### src/rtl/fetchPkg.sv
package fetchPkg;
  // control-to-datapath strobes, all valid for a single cycle
  typedef struct packed {
    logic takeRestart;  // load generation and line from the restart fields, train table
    logic advance;      // bundle accepted: move to the predicted line
    logic issue;        // read request accepted by memory
  } fetchStrobeT;
endpackage

### src/rtl/nextLineTable.sv
module nextLineTable #(
  parameter int LINE_W      = 16,
  parameter int TBL_ENTRIES = 16
) (
  input  logic              clk,
  input  logic              rstN,
  input  logic [LINE_W-1:0] lookupLine,
  output logic              hit,
  output logic [LINE_W-1:0] target,
  input  logic              trainEn,
  input  logic [LINE_W-1:0] trainPrev,
  input  logic [LINE_W-1:0] trainNew
);
  localparam int IDX_W = $clog2(TBL_ENTRIES);
  localparam int TAG_W = LINE_W - IDX_W;
  localparam logic [LINE_W-1:0] ONE = LINE_W'(1);

  logic [TBL_ENTRIES-1:0] validQ;
  logic [TAG_W-1:0]       tagQ [TBL_ENTRIES];
  logic [LINE_W-1:0]      tgtQ [TBL_ENTRIES];

  logic [IDX_W-1:0] rdIdx, wrIdx;
  logic [TAG_W-1:0] rdTag, wrTag;
  logic             sequential, wrMatch;

  always_comb begin
    rdIdx      = lookupLine[IDX_W-1:0];
    rdTag      = lookupLine[LINE_W-1:IDX_W];
    wrIdx      = trainPrev[IDX_W-1:0];
    wrTag      = trainPrev[LINE_W-1:IDX_W];
    sequential = (trainNew == trainPrev) || (trainNew == trainPrev + ONE);
    wrMatch    = validQ[wrIdx] && (tagQ[wrIdx] == wrTag);
    hit        = validQ[rdIdx] && (tagQ[rdIdx] == rdTag);
    target     = tgtQ[rdIdx];
  end

  always_ff @(posedge clk) begin
    if (!rstN) begin
      validQ <= '0;
      for (int e = 0; e < TBL_ENTRIES; e++) begin
        tagQ[e] <= '0;
        tgtQ[e] <= '0;
      end
    end else if (trainEn) begin
      if (sequential) begin
        if (wrMatch) validQ[wrIdx] <= 1'b0;
      end else begin
        validQ[wrIdx] <= 1'b1;
        tagQ[wrIdx]   <= wrTag;
        tgtQ[wrIdx]   <= trainNew;
      end
    end
  end

  // a non-adjacent redirect leaves a valid entry in its slot
  assert_train_stores_R6: assert property (@(posedge clk) disable iff (!rstN)
    (trainEn && !sequential) |=> validQ[$past(wrIdx)]);

  // an adjacent redirect clears a matching entry
  assert_seq_clears_R7: assert property (@(posedge clk) disable iff (!rstN)
    (trainEn && sequential && wrMatch) |=> !validQ[$past(wrIdx)]);

  // an entry that belongs to another line survives
  assert_alias_kept_R7: assert property (@(posedge clk) disable iff (!rstN)
    (trainEn && sequential && !wrMatch && validQ[wrIdx]) |=> validQ[$past(wrIdx)]);
endmodule

### src/rtl/fetchCtl.sv
module fetchCtl
  import fetchPkg::*;
(
  input  logic        clk,
  input  logic        rstN,
  input  logic        restartValid,
  input  logic        cmdReady,
  input  logic        rspValid,
  input  logic        lineMatch,
  input  logic        bndReady,
  output logic        cmdValid,
  output logic        rspReady,
  output logic        bndValid,
  output fetchStrobeT strobe
);
  logic pendingQ;
  logic deliver;

  always_comb begin
    cmdValid           = !pendingQ && !restartValid;
    deliver            = pendingQ && rspValid && lineMatch && !restartValid;
    bndValid           = deliver;
    rspReady           = !deliver || bndReady;
    strobe.takeRestart = restartValid;
    strobe.advance     = deliver && bndReady;
    strobe.issue       = cmdValid && cmdReady;
  end

  always_ff @(posedge clk) begin
    if (!rstN)                   pendingQ <= 1'b0;
    else if (strobe.takeRestart) pendingQ <= 1'b0;
    else if (strobe.issue)       pendingQ <= 1'b1;
    else if (strobe.advance)     pendingQ <= 1'b0;
  end

  assert_single_outstanding_R1: assert property (@(posedge clk) disable iff (!rstN)
    (cmdValid && cmdReady) |=> !cmdValid);

  assert_restart_quiet_R5: assert property (@(posedge clk) disable iff (!rstN)
    restartValid |-> (!cmdValid && !bndValid));

  assert_stray_dropped_R8: assert property (@(posedge clk) disable iff (!rstN)
    (rspValid && !pendingQ) |-> (rspReady && !bndValid));

  assert_stall_holds_R9: assert property (@(posedge clk) disable iff (!rstN)
    (bndValid && !bndReady) |=> !cmdValid);
endmodule

### src/rtl/fetchDp.sv
module fetchDp
  import fetchPkg::*;
#(
  parameter int LINE_W = 16,
  parameter int GEN_W  = 4
) (
  input  logic              clk,
  input  logic              rstN,
  input  fetchStrobeT       strobe,
  input  logic [GEN_W-1:0]  restartGen,
  input  logic [LINE_W-1:0] restartNewLine,
  input  logic [LINE_W-1:0] rspLine,
  input  logic              tblHit,
  input  logic [LINE_W-1:0] tblTarget,
  output logic [LINE_W-1:0] curLine,
  output logic [LINE_W-1:0] predLine,
  output logic [GEN_W-1:0]  gen,
  output logic              lineMatch
);
  localparam logic [LINE_W-1:0] ONE = LINE_W'(1);

  logic [LINE_W-1:0] curLineQ;
  logic [GEN_W-1:0]  genQ;

  always_comb begin
    curLine   = curLineQ;
    gen       = genQ;
    predLine  = tblHit ? tblTarget : curLineQ + ONE;
    lineMatch = (rspLine == curLineQ);
  end

  always_ff @(posedge clk) begin
    if (!rstN) begin
      curLineQ <= '0;
      genQ     <= '0;
    end else if (strobe.takeRestart) begin
      curLineQ <= restartNewLine;
      genQ     <= restartGen;
    end else if (strobe.advance) begin
      curLineQ <= predLine;
    end
  end

  assert_restart_loads_R5: assert property (@(posedge clk) disable iff (!rstN)
    strobe.takeRestart |=> (curLine == $past(restartNewLine) && gen == $past(restartGen)));

  assert_advance_follows_R4: assert property (@(posedge clk) disable iff (!rstN)
    (strobe.advance && !strobe.takeRestart) |=> (curLine == $past(predLine)));

  assert_line_steady_R2: assert property (@(posedge clk) disable iff (!rstN)
    (!strobe.advance && !strobe.takeRestart) |=> $stable(curLine));
endmodule

### src/rtl/lineFetcher.sv
module lineFetcher
  import fetchPkg::*;
#(
  parameter int LINE_W      = 16,
  parameter int DATA_W      = 128,
  parameter int GEN_W       = 4,
  parameter int TBL_ENTRIES = 16
) (
  input  logic              clk,
  input  logic              rstN,
  output logic              cmdValid,
  input  logic              cmdReady,
  output logic [LINE_W-1:0] cmdLine,
  input  logic              rspValid,
  output logic              rspReady,
  input  logic [LINE_W-1:0] rspLine,
  input  logic [DATA_W-1:0] rspData,
  output logic              bndValid,
  input  logic              bndReady,
  output logic [GEN_W-1:0]  bndGen,
  output logic [LINE_W-1:0] bndLine,
  output logic [LINE_W-1:0] bndNextLine,
  output logic [DATA_W-1:0] bndData,
  input  logic              restartValid,
  input  logic [GEN_W-1:0]  restartGen,
  input  logic [LINE_W-1:0] restartPrevLine,
  input  logic [LINE_W-1:0] restartNewLine
);
  fetchStrobeT       strobe;
  logic              lineMatch, tblHit;
  logic [LINE_W-1:0] tblTarget, curLine, predLine;
  logic [GEN_W-1:0]  gen;

  fetchCtl uCtl (
    .clk, .rstN, .restartValid, .cmdReady, .rspValid, .lineMatch, .bndReady,
    .cmdValid, .rspReady, .bndValid, .strobe
  );

  fetchDp #(.LINE_W(LINE_W), .GEN_W(GEN_W)) uDp (
    .clk, .rstN, .strobe, .restartGen, .restartNewLine, .rspLine,
    .tblHit, .tblTarget, .curLine, .predLine, .gen, .lineMatch
  );

  nextLineTable #(.LINE_W(LINE_W), .TBL_ENTRIES(TBL_ENTRIES)) uTbl (
    .clk, .rstN, .lookupLine(curLine), .hit(tblHit), .target(tblTarget),
    .trainEn(strobe.takeRestart), .trainPrev(restartPrevLine), .trainNew(restartNewLine)
  );

  assign cmdLine     = curLine;
  assign bndLine     = curLine;
  assign bndNextLine = predLine;
  assign bndGen      = gen;
  assign bndData     = rspData;

  assert_bundle_matches_R3: assert property (@(posedge clk) disable iff (!rstN)
    bndValid |-> (rspValid && bndLine == rspLine && bndData == rspData));
endmodule

### config.mk
export PLATFORM = sky130hd
export DESIGN_NAME = lineFetcher
export DESIGN_NICKNAME = d
export VERILOG_FILES = /design/src/rtl/fetchPkg.sv /design/src/rtl/nextLineTable.sv /design/src/rtl/fetchCtl.sv /design/src/rtl/fetchDp.sv /design/src/rtl/lineFetcher.sv
export SDC_FILE = /design/constraint.sdc
export NUM_CORES = 1
export LEC_CHECK = 0
export ABC_AREA = 1
export BUFFER_PORTS_ARGS = -buffer_cell sky130_fd_sc_hd__buf_2
export CAP_MARGIN = 20
export CORE_ASPECT_RATIO = 0.7
export CORE_MARGIN = 5
export CORE_UTILIZATION = 40
export CTS_CLUSTER_SIZE = 28
export DETAILED_ROUTE_END_ITERATION = 6
export GPL_ROUTABILITY_DRIVEN = 0
export PLACE_DENSITY = 0.57
export SETUP_SLACK_MARGIN = 0.15
export SKIP_LAST_GASP = 1
export SYNTH_ARGS = -nofsm -noshare
export SYNTH_HDL_FRONTEND = slang
export SYNTH_HIERARCHICAL = 1
export SYNTH_SLANG_ARGS = --single-unit
### constraint.sdc
create_clock -name clk -period 6.1 [get_ports clk]
set_input_delay 1.83 -clock clk [delete_from_list [all_inputs] [get_ports clk]]
set_output_delay 1.83 -clock clk [all_outputs]
set_load 0.02 [all_outputs]
# --- After elaboration in Yosys (flattened, before gate mapping) ---
# Memories as Yosys holds them, arrays and structs flattened. A register that Yosys moved wholly into a read port is not among the register bits.
# Index checks and enable logic that the tools add are counted.
op_classes:
  n_lt_le_gt_ge: 3
  n_addsub: 2
  n_shift: 0
  n_eq_ne: 6
  n_bitwise: 4
  div_mod_pow: 0
  mux: 28
  reduce_logical: 20
  multipliers: 0
ops:
  columns: ["cell", "count"]
  rows:
  - ["2-to-1 mux 16 bit", 6]
  - ["== test 16 bit", 3]
  - ["adder 16 x 1 -> 16 bit, second input constant", 2]
  - ["== test 12 bit", 2]
  - ["2-to-1 mux 4 bit", 6]
  - ["bitwise AND 16 bit", 1]
  - ["inverter 16 bit", 1]
  - ["OR 16 bit", 1]
  - ["OR reduction 16 bit", 1]
  - ["2-to-1 mux 1 bit", 12]
  - ["2-to-1 mux 12 bit", 1]
  - ["OR reduction 12 bit", 1]
  - ["< comparator 4 x 5 -> 1 bit, second input constant", 2]
  - ["logical AND 1 bit", 9]
  - ["binary-select mux 1 bit (select 4 bit)", 2]
  - ["demux 1 bit (select 4 bit)", 1]
  - ["greater-or-equal comparator 4 x 1 -> 1 bit, second input constant", 1]
  - ["nonzero test 2 bit", 2]
  - ["zero test 1 bit", 3]
  - ["logical OR 1 bit", 2]
  - ["!= test 2 bit, second input constant", 1]
  - ["AND reduction 2 bit", 1]
  - ["OR reduction 2 bit", 1]
  - ["inverter 1 bit", 1]
word_totals:
  n_memories: 2
  in_bits: 186
  latch_bits: 0
  regBits: 37
  mem_bits_ro: 0
  ramBits: 448
  elab_cells: 69
memory_table:
  columns: ["name", "depth", "word_bits", "rd", "rd_clocked_by_memory_dff", "wr", "line_no", "text"]
  rows:
  - ["uTbl.tgtQ", 16, 16, 1, 1, 16, "nextLineTable.sv:20", "logic [LINE_W-1:0] tgtQ [TBL_ENTRIES];"]
  - ["uTbl.tagQ", 16, 12, 2, 1, 16, "nextLineTable.sv:19", "logic [TAG_W-1:0] tagQ [TBL_ENTRIES];"]

# --- Logic depth before layout (Yosys ltp) ---
# Gate-level depths: netlist (run 1).
depth:
  ltp_word: 9
  depth_mapped: 21
  depth_no_buf: 18

# --- Modules after synthesis ---
# The synthesis (run 1) kept the hierarchy.
modules_own_cells:
  columns: ["mod", "area_each_um2", "cells_each", "instances"]
  rows:
  - ["nextLineTable", 24456.0, 2810, 1]
  - ["fetchDp", 1611.5, 250, 1]
  - ["lineFetcher", 1081.0, 144, 1]
  - ["fetchCtl", 96.3, 18, 1]

# --- Worst setup path before layout (run 1) ---
# Ideal clock, no wire load.
synth_path:
  kind: "register to output"
  from: "register uDp.curLineQ[0] (netlist: uDp/curLine[0])"
  to: "output port bndNextLine[6]"
  setup_slack_ns: 1.004
  path_buffers: 6
  arrival_time_ns: 3.266
  path_stages_with_launch: 16
  path_cell_list: "dfxtp_1 -> clkbuf_1 -> clkbuf_1 -> clkbuf_1 -> a21oi_1 -> o221ai_1 -> o21ai_0 -> xor2_1 -> nor3_1 -> nand2_1 -> nor2_1 -> buf_2 -> inv_1 -> clkbuf_2 -> buf_2 -> a21boi_0"
synth_between:
  elab_chain_len: 4
  word_cells_on_any_way: 5
  classes_between: "add/sub: 1; mux: 3; reduce/logical: 1"
synth_rtl:
  columns: ["element", "line_no", "text"]
  rows:
  - ["start, declared", "fetchDp.sv:22", "logic [LINE_W-1:0] curLineQ;"]
  - ["start signal, assigned", "fetchDp.sv:37", "curLineQ <= restartNewLine;"]
  - ["start signal, assigned", "fetchDp.sv:40", "curLineQ <= predLine;"]
  - ["binary-select mux 1 bit (select 4 bit)", "nextLineTable.sv:33", "hit = validQ[rdIdx] && (tagQ[rdIdx] == rdTag);"]
  - ["2-to-1 mux 1 bit (implied by the code)", "nextLineTable.sv:33", null]
  - ["logical AND 1 bit", "nextLineTable.sv:33", null]
  - ["net tblHit", "lineFetcher.sv:30", "logic lineMatch, tblHit;"]
  - ["2-to-1 mux 16 bit", "fetchDp.sv:28", "predLine = tblHit ? tblTarget : curLineQ + ONE;"]
  - ["end, declared", "lineFetcher.sv:22", "output logic [LINE_W-1:0] bndNextLine,"]
# The timed path passes the listed nets, and every way through them passes these cells. The select of a mux whose other input is x is not followed.

# --- Worst setup path after layout (run 1) ---
layout_path:
  from: "register uDp.curLineQ[1] (netlist: uDp/curLine[1])"
  to: "output port bndNextLine[14]"
# Same word-level chain as after synthesis.

==> impl_metrics.xml, run 1 <==
<?xml version="1.0" encoding="UTF-8"?>
<metrics>
  <group name="outcome">
    <metric name="status" unit="">completed</metric>
  </group>
  <group name="finish">
    <metric name="area_growth_syn_to_layout" unit="%">7.105</metric>
    <metric name="post_route_cells_drive_above_1_share" unit="%">10.15</metric>
    <metric name="final_util" unit="%">43.06</metric>
    <metric name="antennaDiodeCount" unit="">0</metric>
    <metric name="layoutNonFillerInstCount" unit="">4054</metric>
    <metric name="finish.net_count" unit="">3306</metric>
  </group>
  <group name="clock_tree">
    <metric name="cts_tree" unit="">yes</metric>
    <metric name="worstSkewPairLatency" unit="ns">0.61</metric>
    <metric name="clock_tree.buffer_depth" unit="">3</metric>
    <metric name="cts-buffers-inserted" unit="">49</metric>
    <metric name="cts_num_sinks" unit="">485</metric>
    <metric name="cell_at_the_root_of_the_clock_tree" unit="">sky130_fd_sc_hd__clkbuf_16</metric>
    <metric name="htree_num_levels" unit="">2</metric>
    <metric name="cts-hold-fix-buffers" unit="">0</metric>
    <metric name="clk_pin_slew_worst_paths" unit="ns">0.06</metric>
  </group>
  <group name="sta">
    <metric name="final-setup-viol-count" unit="">0</metric>
    <metric name="rsz0062_at_grt" unit="">no</metric>
    <metric name="finalMaxSlewViolations" unit="">0</metric>
    <metric name="period_needed" unit="ns">5.819</metric>
    <metric name="achievable-frequency" unit="MHz">171.8</metric>
    <metric name="slew-limit-headroom" unit="%">29.06</metric>
    <metric name="final_period_utilization" unit="%">95.40</metric>
    <metric name="post_route_setup_tns" unit="ns">0</metric>
    <metric name="tightestPinTransition" unit="ns">1.064</metric>
    <metric name="skew" unit="ns">0.01578</metric>
    <metric name="finalHoldViolCount" unit="">0</metric>
  </group>
  <group name="route">
    <metric name="drc" unit="">0</metric>
    <metric name="drt_first_iter_violations" unit="">3415</metric>
    <metric name="wire_per_inst" unit="microns">23.50</metric>
    <metric name="antenna_violating_nets_post_route" unit="">0</metric>
    <metric name="detail_route.wirelength" unit="microns">95250</metric>
    <metric name="drt_first_pass_iters" unit="">6</metric>
    <metric name="route.vias.total" unit="">23011</metric>
    <metric name="detail_route.vias_per_cell" unit="">5.676</metric>
  </group>
  <group name="global_routing">
    <metric name="grt_max_degree" unit="">98</metric>
    <metric name="grt_antenna_before_repair" unit="">5</metric>
    <metric name="track_usage" unit="%">24.94</metric>
    <metric name="grt_pass1_vias" unit="">21262</metric>
    <metric name="global_route_wire_length_before_repair" unit="microns">139300</metric>
    <metric name="gr-total-overflow" unit="">0</metric>
  </group>
  <group name="floorplan">
    <metric name="rows" unit="">80</metric>
    <metric name="die-area" unit="sq um">73510</metric>
    <metric name="die-height" unit="microns">228.3</metric>
    <metric name="core-area" unit="sq um">67770</metric>
    <metric name="die-width" unit="microns">321.9</metric>
    <metric name="floorplan.io_pins" unit="">369</metric>
    <metric name="floorplan.initialDensity" unit="%">40.20</metric>
  </group>
  <group name="logic_synthesis">
    <metric name="synth-warning-count" unit="">6</metric>
    <metric name="postSynthNetCount" unit="">3412</metric>
    <metric name="syn_avg_cell_area" unit="sq um">8.457</metric>
    <metric name="netlist_instances" unit="">3221</metric>
    <metric name="syn_area" unit="sq um">27240</metric>
  </group>
  <group name="critical_path">
    <metric name="timing.critical_path.slowest_stage_cell" unit="">sky130_fd_sc_hd__dfxtp_4</metric>
    <metric name="setup.worst_path.class" unit="">reg -&gt; out</metric>
    <metric name="cp-start-kind" unit="">flip-flop</metric>
    <metric name="crit_chain" unit="">buf_4, o21ai_0, a21oi_1, o21ai_0, o22ai_1, o21ai_0, nor2_1, nor3b_1, nand2_1, nor2_4, clkinvlp_4, buf_4, or2_2, and2_1, buf_2</metric>
    <metric name="critical_path.max_fanout" unit="">17</metric>
    <metric name="cp_required" unit="ns">4.27</metric>
    <metric name="cpMostUsedCell" unit="">sky130_fd_sc_hd__o21ai_0</metric>
    <metric name="end_kind" unit="">output pin</metric>
    <metric name="crit_arrival" unit="ns">3.99</metric>
    <metric name="worst_path_largest_cell_delay" unit="ns">0.50</metric>
  </group>
  <group name="pwr">
    <metric name="static-leakage-power" unit="uW">0.01208</metric>
    <metric name="power-per-cell-area" unit="nW/um^2">270.2</metric>
    <metric name="irDropWorstVdd" unit="mV">0.1958</metric>
    <metric name="total_design_power" unit="uW">7884</metric>
  </group>
  <group name="placement">
    <metric name="post-dp-hpwl" unit="microns">60730</metric>
    <metric name="dp.cells" unit="">3958</metric>
    <metric name="numPortBuffers" unit="">112</metric>
  </group>
  <group name="min_path">
    <metric name="hold_crit_class" unit="">reg -&gt; reg</metric>
  </group>
  <group name="job">
    <metric name="timing.max_cap.violations" unit="">0</metric>
  </group>
</metrics>
placed cells by master, fill, tap and decap left out, types with 3 or more instances in the layout:
master                      count
sky130_fd_sc_hd__ha_1           5
sky130_fd_sc_hd__dfxtp_4        3
sky130_fd_sc_hd__buf_12         7
sky130_fd_sc_hd__nand4_1       29
sky130_fd_sc_hd__o22ai_1        8
sky130_fd_sc_hd__a22oi_1       11
sky130_fd_sc_hd__o221ai_1       6
sky130_fd_sc_hd__a21boi_0       4
sky130_fd_sc_hd__buf_2        111
sky130_fd_sc_hd__edfxtp_1     448
sky130_fd_sc_hd__nand3_1      151
sky130_fd_sc_hd__dfxtp_1       33
sky130_fd_sc_hd__nand2_1      554
sky130_fd_sc_hd__a21oi_1      167
sky130_fd_sc_hd__nor2_4         5
sky130_fd_sc_hd__clkbuf_1       8
sky130_fd_sc_hd__clkinv_2       9
sky130_fd_sc_hd__a31oi_1        8
sky130_fd_sc_hd__nor2_2         5
sky130_fd_sc_hd__nor2_1       620
sky130_fd_sc_hd__nor3_1         6
sky130_fd_sc_hd__clkbuf_16     50
sky130_fd_sc_hd__inv_1        315
sky130_fd_sc_hd__or2_2         14
sky130_fd_sc_hd__mux2i_1       65
sky130_fd_sc_hd__o211ai_1      92
sky130_fd_sc_hd__and2_1         5
sky130_fd_sc_hd__buf_4         92
sky130_fd_sc_hd__inv_2          6
sky130_fd_sc_hd__xor2_1        20
sky130_fd_sc_hd__o21ai_0      218
sky130_fd_sc_hd__clkinv_1      25
sky130_fd_sc_hd__o21ai_1        5
sky130_fd_sc_hd__xnor2_1       19
sky130_fd_sc_hd__nand2_2        4
stage by stage:
step / instance area [sq um] / hold WS, ns / setup WS [ns]
2_1_floorplan: 27240 / 0.4596 / 1.004
3_3_place_gp: 27580 / 0.4719 / 0.4795
3_5_place_dp: 27580 / 0.4819 / 0.4380
4_1_cts: 29130 / 0.4947 / 0.1880
5_1_grt: 29180 / 0.5134 / 0.1585
6_report: 29180 / 0.5012 / 0.2805
state kept, by name, indices dropped and copies added, names as in the netlist, named ones only:
name,cells
uTbl/tagQ,192
uDp/gen,4
uDp/curLine,16
uCtl/pendingQ,1
uTbl/tgtQ,256
routing by layer:
| metal | part of all wire, % | vias up | GRT usage [%] | wire, microns |
|---|---|---|---|---|
| li1 | - | 10230 | - | - |
| met1 | 43 | 11086 | 37.49 | 41290 |
| met2 | 40 | 1503 | 34.79 | 38520 |
| met3 | 13 | 188 | 7.462 | 12710 |
| met4 | 2.8 | 4 | 6.968 | 2674 |
| met5 | 0.050 | - | 0.3268 | 48 |
where the power goes:
part           switching (uW)  internal, uW  leakage (uW)
clock network            1340          1600      0.000738
registers                82.8          3810       0.00458
logic                     762           286       0.00676
critical path: cells and delay by family (launching register included):
kind / cells / cell delay (ns)
DFF: 1 / 0.50
AOI/OAI and AO/OA: 5 / 0.94
buffers and inverters: 4 / 0.79
and+or+nand+nor: 6 / 1.13
timing repair:
action	CTS	global route
setup buffers	3	4
endpoints found under the setup margin	13	11
gates resized for setup	3	3
pin swaps	0	1
gates cloned	1	0
final timing paths:
| check | endpoint | slack, ns | cells after the start | startpoint |
|---|---|---|---|---|
| worst min register to register | uDp/gen[0]$_SDFFE_PN0P_ | 0.50 | 2 | uDp/gen[0]$_SDFFE_PN0P_ |
| worst min-delay path | uDp/gen[0]$_SDFFE_PN0P_ | 0.50 | 2 | uDp/gen[0]$_SDFFE_PN0P_ |
| worst max register to register | uDp/curLine[2]$_SDFFE_PN0P_ | 2.62 | 17 | uDp/curLine[1]$_SDFFE_PN0P_ |
| worst max-delay path | bndNextLine[14] | 0.28 | 15 | uDp/curLine[1]$_SDFFE_PN0P_ |
final cells by class:
class / count / area (sq um)
Multi-Input combinational cell: 2034 / 9682
Inverter: 333 / 1256
Clock buffer: 60 / 1309
Sequential cell: 485 / 14210
Fill cell: 6639 / 38590
Tap cell: 902 / 1129
Timing Repair Buffer: 211 / 1401
Clock inverter: 28 / 186.4
Timing Repair inverter: 1 / 7.507
(Power assumes the default switching activity.)
==> run 2, diff against run 1 <==
--- a/config.mk
+++ b/config.mk
@@ -6,17 +6,18 @@
 export NUM_CORES = 1
 export LEC_CHECK = 0
 export ABC_AREA = 1
-export BUFFER_PORTS_ARGS = -buffer_cell sky130_fd_sc_hd__buf_2
 export CAP_MARGIN = 20
+export CELL_PAD_IN_SITES_DETAIL_PLACEMENT = 2
+export CELL_PAD_IN_SITES_GLOBAL_PLACEMENT = 2
 export CORE_ASPECT_RATIO = 0.7
 export CORE_MARGIN = 5
-export CORE_UTILIZATION = 40
+export CORE_UTILIZATION = 39
 export CTS_CLUSTER_SIZE = 28
 export DETAILED_ROUTE_END_ITERATION = 6
+export DONT_BUFFER_PORTS = 1
 export GPL_ROUTABILITY_DRIVEN = 0
-export PLACE_DENSITY = 0.57
+export PLACE_DENSITY = 0.79
 export SETUP_SLACK_MARGIN = 0.15
-export SKIP_LAST_GASP = 1
 export SYNTH_ARGS = -nofsm -noshare
 export SYNTH_HDL_FRONTEND = slang
 export SYNTH_HIERARCHICAL = 1
==> impl_metrics.xml, run 2 (synthesis gave the netlist of run 1 again) <==
<?xml version="1.0" encoding="UTF-8"?>
<metrics>
  <group name="outcome">
    <metric name="status" unit="">completed</metric>
  </group>
  <group name="global_routing">
    <metric name="grt_antenna_before_repair" unit="">3</metric>
    <metric name="global_route_wire_length_before_repair" unit="microns">171300</metric>
    <metric name="track_usage" unit="%">30.73</metric>
    <metric name="grt_pass1_vias" unit="">25535</metric>
    <metric name="grt_max_degree" unit="">146</metric>
    <metric name="gr-total-overflow" unit="">0</metric>
  </group>
  <group name="route">
    <metric name="route.vias.total" unit="">23920</metric>
    <metric name="detail_route.wirelength.met1" unit="microns">49500</metric>
    <metric name="detail_route.vias_per_cell" unit="">6.056</metric>
    <metric name="drc" unit="">0</metric>
    <metric name="met3_wirelength" unit="microns">12430</metric>
    <metric name="drt_first_iter_violations" unit="">2681</metric>
    <metric name="wire_per_inst" unit="microns">30.46</metric>
    <metric name="total_met2_wirelength_after_detailed_routing" unit="microns">53950</metric>
    <metric name="drt_first_pass_iters" unit="">5</metric>
    <metric name="routed.top_layer" unit="">met5</metric>
    <metric name="detail_route.wirelength" unit="microns">120300</metric>
    <metric name="antenna_violating_nets_post_route" unit="">0</metric>
  </group>
  <group name="placement">
    <metric name="numPortBuffers" unit="">0</metric>
    <metric name="dp.cells" unit="">3853</metric>
    <metric name="post-dp-hpwl" unit="microns">75730</metric>
  </group>
  <group name="sta">
    <metric name="final-setup-viol-count" unit="">0</metric>
    <metric name="fin_hold_ws" unit="ns">0.4929</metric>
    <metric name="final_period_utilization" unit="%">96.73</metric>
    <metric name="slew-limit-headroom" unit="%">27.62</metric>
    <metric name="tightestPinTransition" unit="ns">1.084</metric>
    <metric name="period_needed" unit="ns">5.900</metric>
    <metric name="rsz0062_at_grt" unit="">no</metric>
    <metric name="post_route_setup_tns" unit="ns">0</metric>
    <metric name="finalHoldViolCount" unit="">0</metric>
    <metric name="achievable-frequency" unit="MHz">169.5</metric>
    <metric name="skew" unit="ns">0.01867</metric>
    <metric name="finalMaxSlewViolations" unit="">0</metric>
  </group>
  <group name="finish">
    <metric name="antennaDiodeCount" unit="">0</metric>
    <metric name="layout.cells.most_common_list" unit="">sky130_fd_sc_hd__nor2_1, sky130_fd_sc_hd__nand2_1, sky130_fd_sc_hd__edfxtp_1, sky130_fd_sc_hd__inv_1, sky130_fd_sc_hd__o21ai_0</metric>
    <metric name="largest-register" unit="">uTbl/tgtQ</metric>
    <metric name="layoutNonFillerInstCount" unit="">3950</metric>
    <metric name="finish.net_count" unit="">3190</metric>
    <metric name="largest_reg_flops" unit="">256</metric>
    <metric name="post_route_cells_drive_above_1_share" unit="%">7.112</metric>
    <metric name="final_common_cell" unit="">sky130_fd_sc_hd__nor2_1</metric>
    <metric name="area_growth_syn_to_layout" unit="%">5.755</metric>
  </group>
  <group name="clock_tree">
    <metric name="htree_num_levels" unit="">2</metric>
    <metric name="worstSkewPairLatency" unit="ns">0.62</metric>
    <metric name="cts_tree" unit="">yes</metric>
    <metric name="cts-buffers-inserted" unit="">52</metric>
    <metric name="cts_num_sinks" unit="">485</metric>
    <metric name="cell_at_the_root_of_the_clock_tree" unit="">sky130_fd_sc_hd__clkbuf_16</metric>
    <metric name="clk_pin_slew_worst_paths" unit="ns">0.06</metric>
    <metric name="cts-hold-fix-buffers" unit="">0</metric>
    <metric name="clock_tree.buffer_depth" unit="">3</metric>
  </group>
  <group name="critical_path">
    <metric name="cp_required" unit="ns">4.27</metric>
    <metric name="crit_family" unit="">compound AO/OA/AOI/OAI gates</metric>
    <metric name="end_kind" unit="">output pin</metric>
    <metric name="crit_arrival" unit="ns">4.07</metric>
    <metric name="critical_path.max_fanout" unit="">26</metric>
    <metric name="setup.worst_path.class" unit="">reg -&gt; out</metric>
    <metric name="critical_path.n_buffers_inverters" unit="">4</metric>
    <metric name="crit_chain" unit="">buf_4, a21oi_1, o21ai_0, nand2_1, o21ai_0, o22ai_1, a22o_1, nor2_1, nand3_1, nor2_2, inv_1, buf_4, or2_2, a21boi_0, buf_4</metric>
    <metric name="cp-start-kind" unit="">flip-flop</metric>
    <metric name="timing.critical_path.slowest_stage_cell" unit="">sky130_fd_sc_hd__o21ai_0</metric>
    <metric name="cpMostUsedCell" unit="">sky130_fd_sc_hd__buf_4</metric>
    <metric name="worst_path_largest_cell_delay" unit="ns">0.52</metric>
  </group>
  <group name="floorplan">
    <metric name="core-area" unit="sq um">69520</metric>
    <metric name="die-area" unit="sq um">75320</metric>
    <metric name="rows" unit="">81</metric>
    <metric name="floorplan.io_pins" unit="">369</metric>
    <metric name="die-height" unit="microns">231.1</metric>
    <metric name="floorplan.initialDensity" unit="%">39.18</metric>
    <metric name="die-width" unit="microns">325.9</metric>
  </group>
  <group name="pwr">
    <metric name="static-leakage-power" unit="uW">0.01161</metric>
    <metric name="irDropWorstVdd" unit="mV">0.1915</metric>
    <metric name="power-per-cell-area" unit="nW/um^2">276.9</metric>
  </group>
  <group name="job">
    <metric name="timing.max_cap.violations" unit="">0</metric>
  </group>
  <group name="min_path">
    <metric name="hold_crit_class" unit="">reg -&gt; reg</metric>
  </group>
</metrics>
## run 2: cell types whose count changed in the layout (fill, tap and decap cells not counted), sizes merged
cell and change:
buf -119, clkbuf +16, clkinv -10, inv +1
bufinv -2, clkinvlp -1
## run 2: report_power, final
group / total [uW] / internal (uW) / switching (uW) / leakage, uW
clock network: 3010 / 1600 / 1400 / 0.000729
registers: 3920 / 3810 / 103 / 0.00458
logic: 1050 / 273 / 779 / 0.00631
total: 7980 / 5690 / 2280 / 0.0116
## run 2: worst min-delay path: stages (launching register included)
cell and delay, ns:
sky130_fd_sc_hd__dfxtp_1 0.33, sky130_fd_sc_hd__nand2_1 0.08, sky130_fd_sc_hd__a21oi_2 0.04
## run 2: layer usage
layer / global-route usage, % / up-vias
met1: 40.28 / 12352
met3: 8.440 / 261
met4: 10.68 / 2
met5: 0.2558 / -
met2: 49.42 / 1308
li1: - / 9997
## run 2: worst paths after layout
path / to / slack, ns / cells after the start / start
setup / recovery: bndNextLine[6] / 0.20 / 15 / uDp/curLine[0]$_SDFFE_PN0P_
hold / removal: uCtl/pendingQ$_SDFFE_PP0P_ / 0.49 / 2 / uCtl/pendingQ$_SDFFE_PP0P_
setup reg to reg: uDp/curLine[2]$_SDFFE_PN0P_ / 1.94 / 17 / uDp/curLine[0]$_SDFFE_PN0P_
hold reg to reg: uCtl/pendingQ$_SDFFE_PP0P_ / 0.49 / 2 / uCtl/pendingQ$_SDFFE_PP0P_
## run 2: timing repair
item,CTS,global route
gates cloned,0,1
endpoints found under the setup margin,13,12
gates resized for setup,3,13
pin swaps,0,1
buffers inserted,2,2
## run 2: through the flow
step / setup slack, ns / area (sq um) / power (uW) / util [%]
after CTS: 0.1549 / 28700 / 7970 / 41.28
after detailed placement: 0.6240 / 27160 / 4975 / 39.07
final: 0.1997 / 28810 / 7976 / 41.44
after global placement: 0.8674 / 27160 / 4899 / 39.07
after global routing: 0.1471 / 28810 / 8214 / 41.44
after floorplan: 1.004 / 27240 / 4683 / -
## run 2: cell type report
cell class	instances	area, sq um
Clock buffer	75	1418
Clock inverter	17	90.09
Fill cell	7692	40720
Inverter	333	1252
Multi-Input combinational cell	2034	9732
Sequential cell	485	14210
Tap cell	913	1142
Timing Repair Buffer	93	968.4
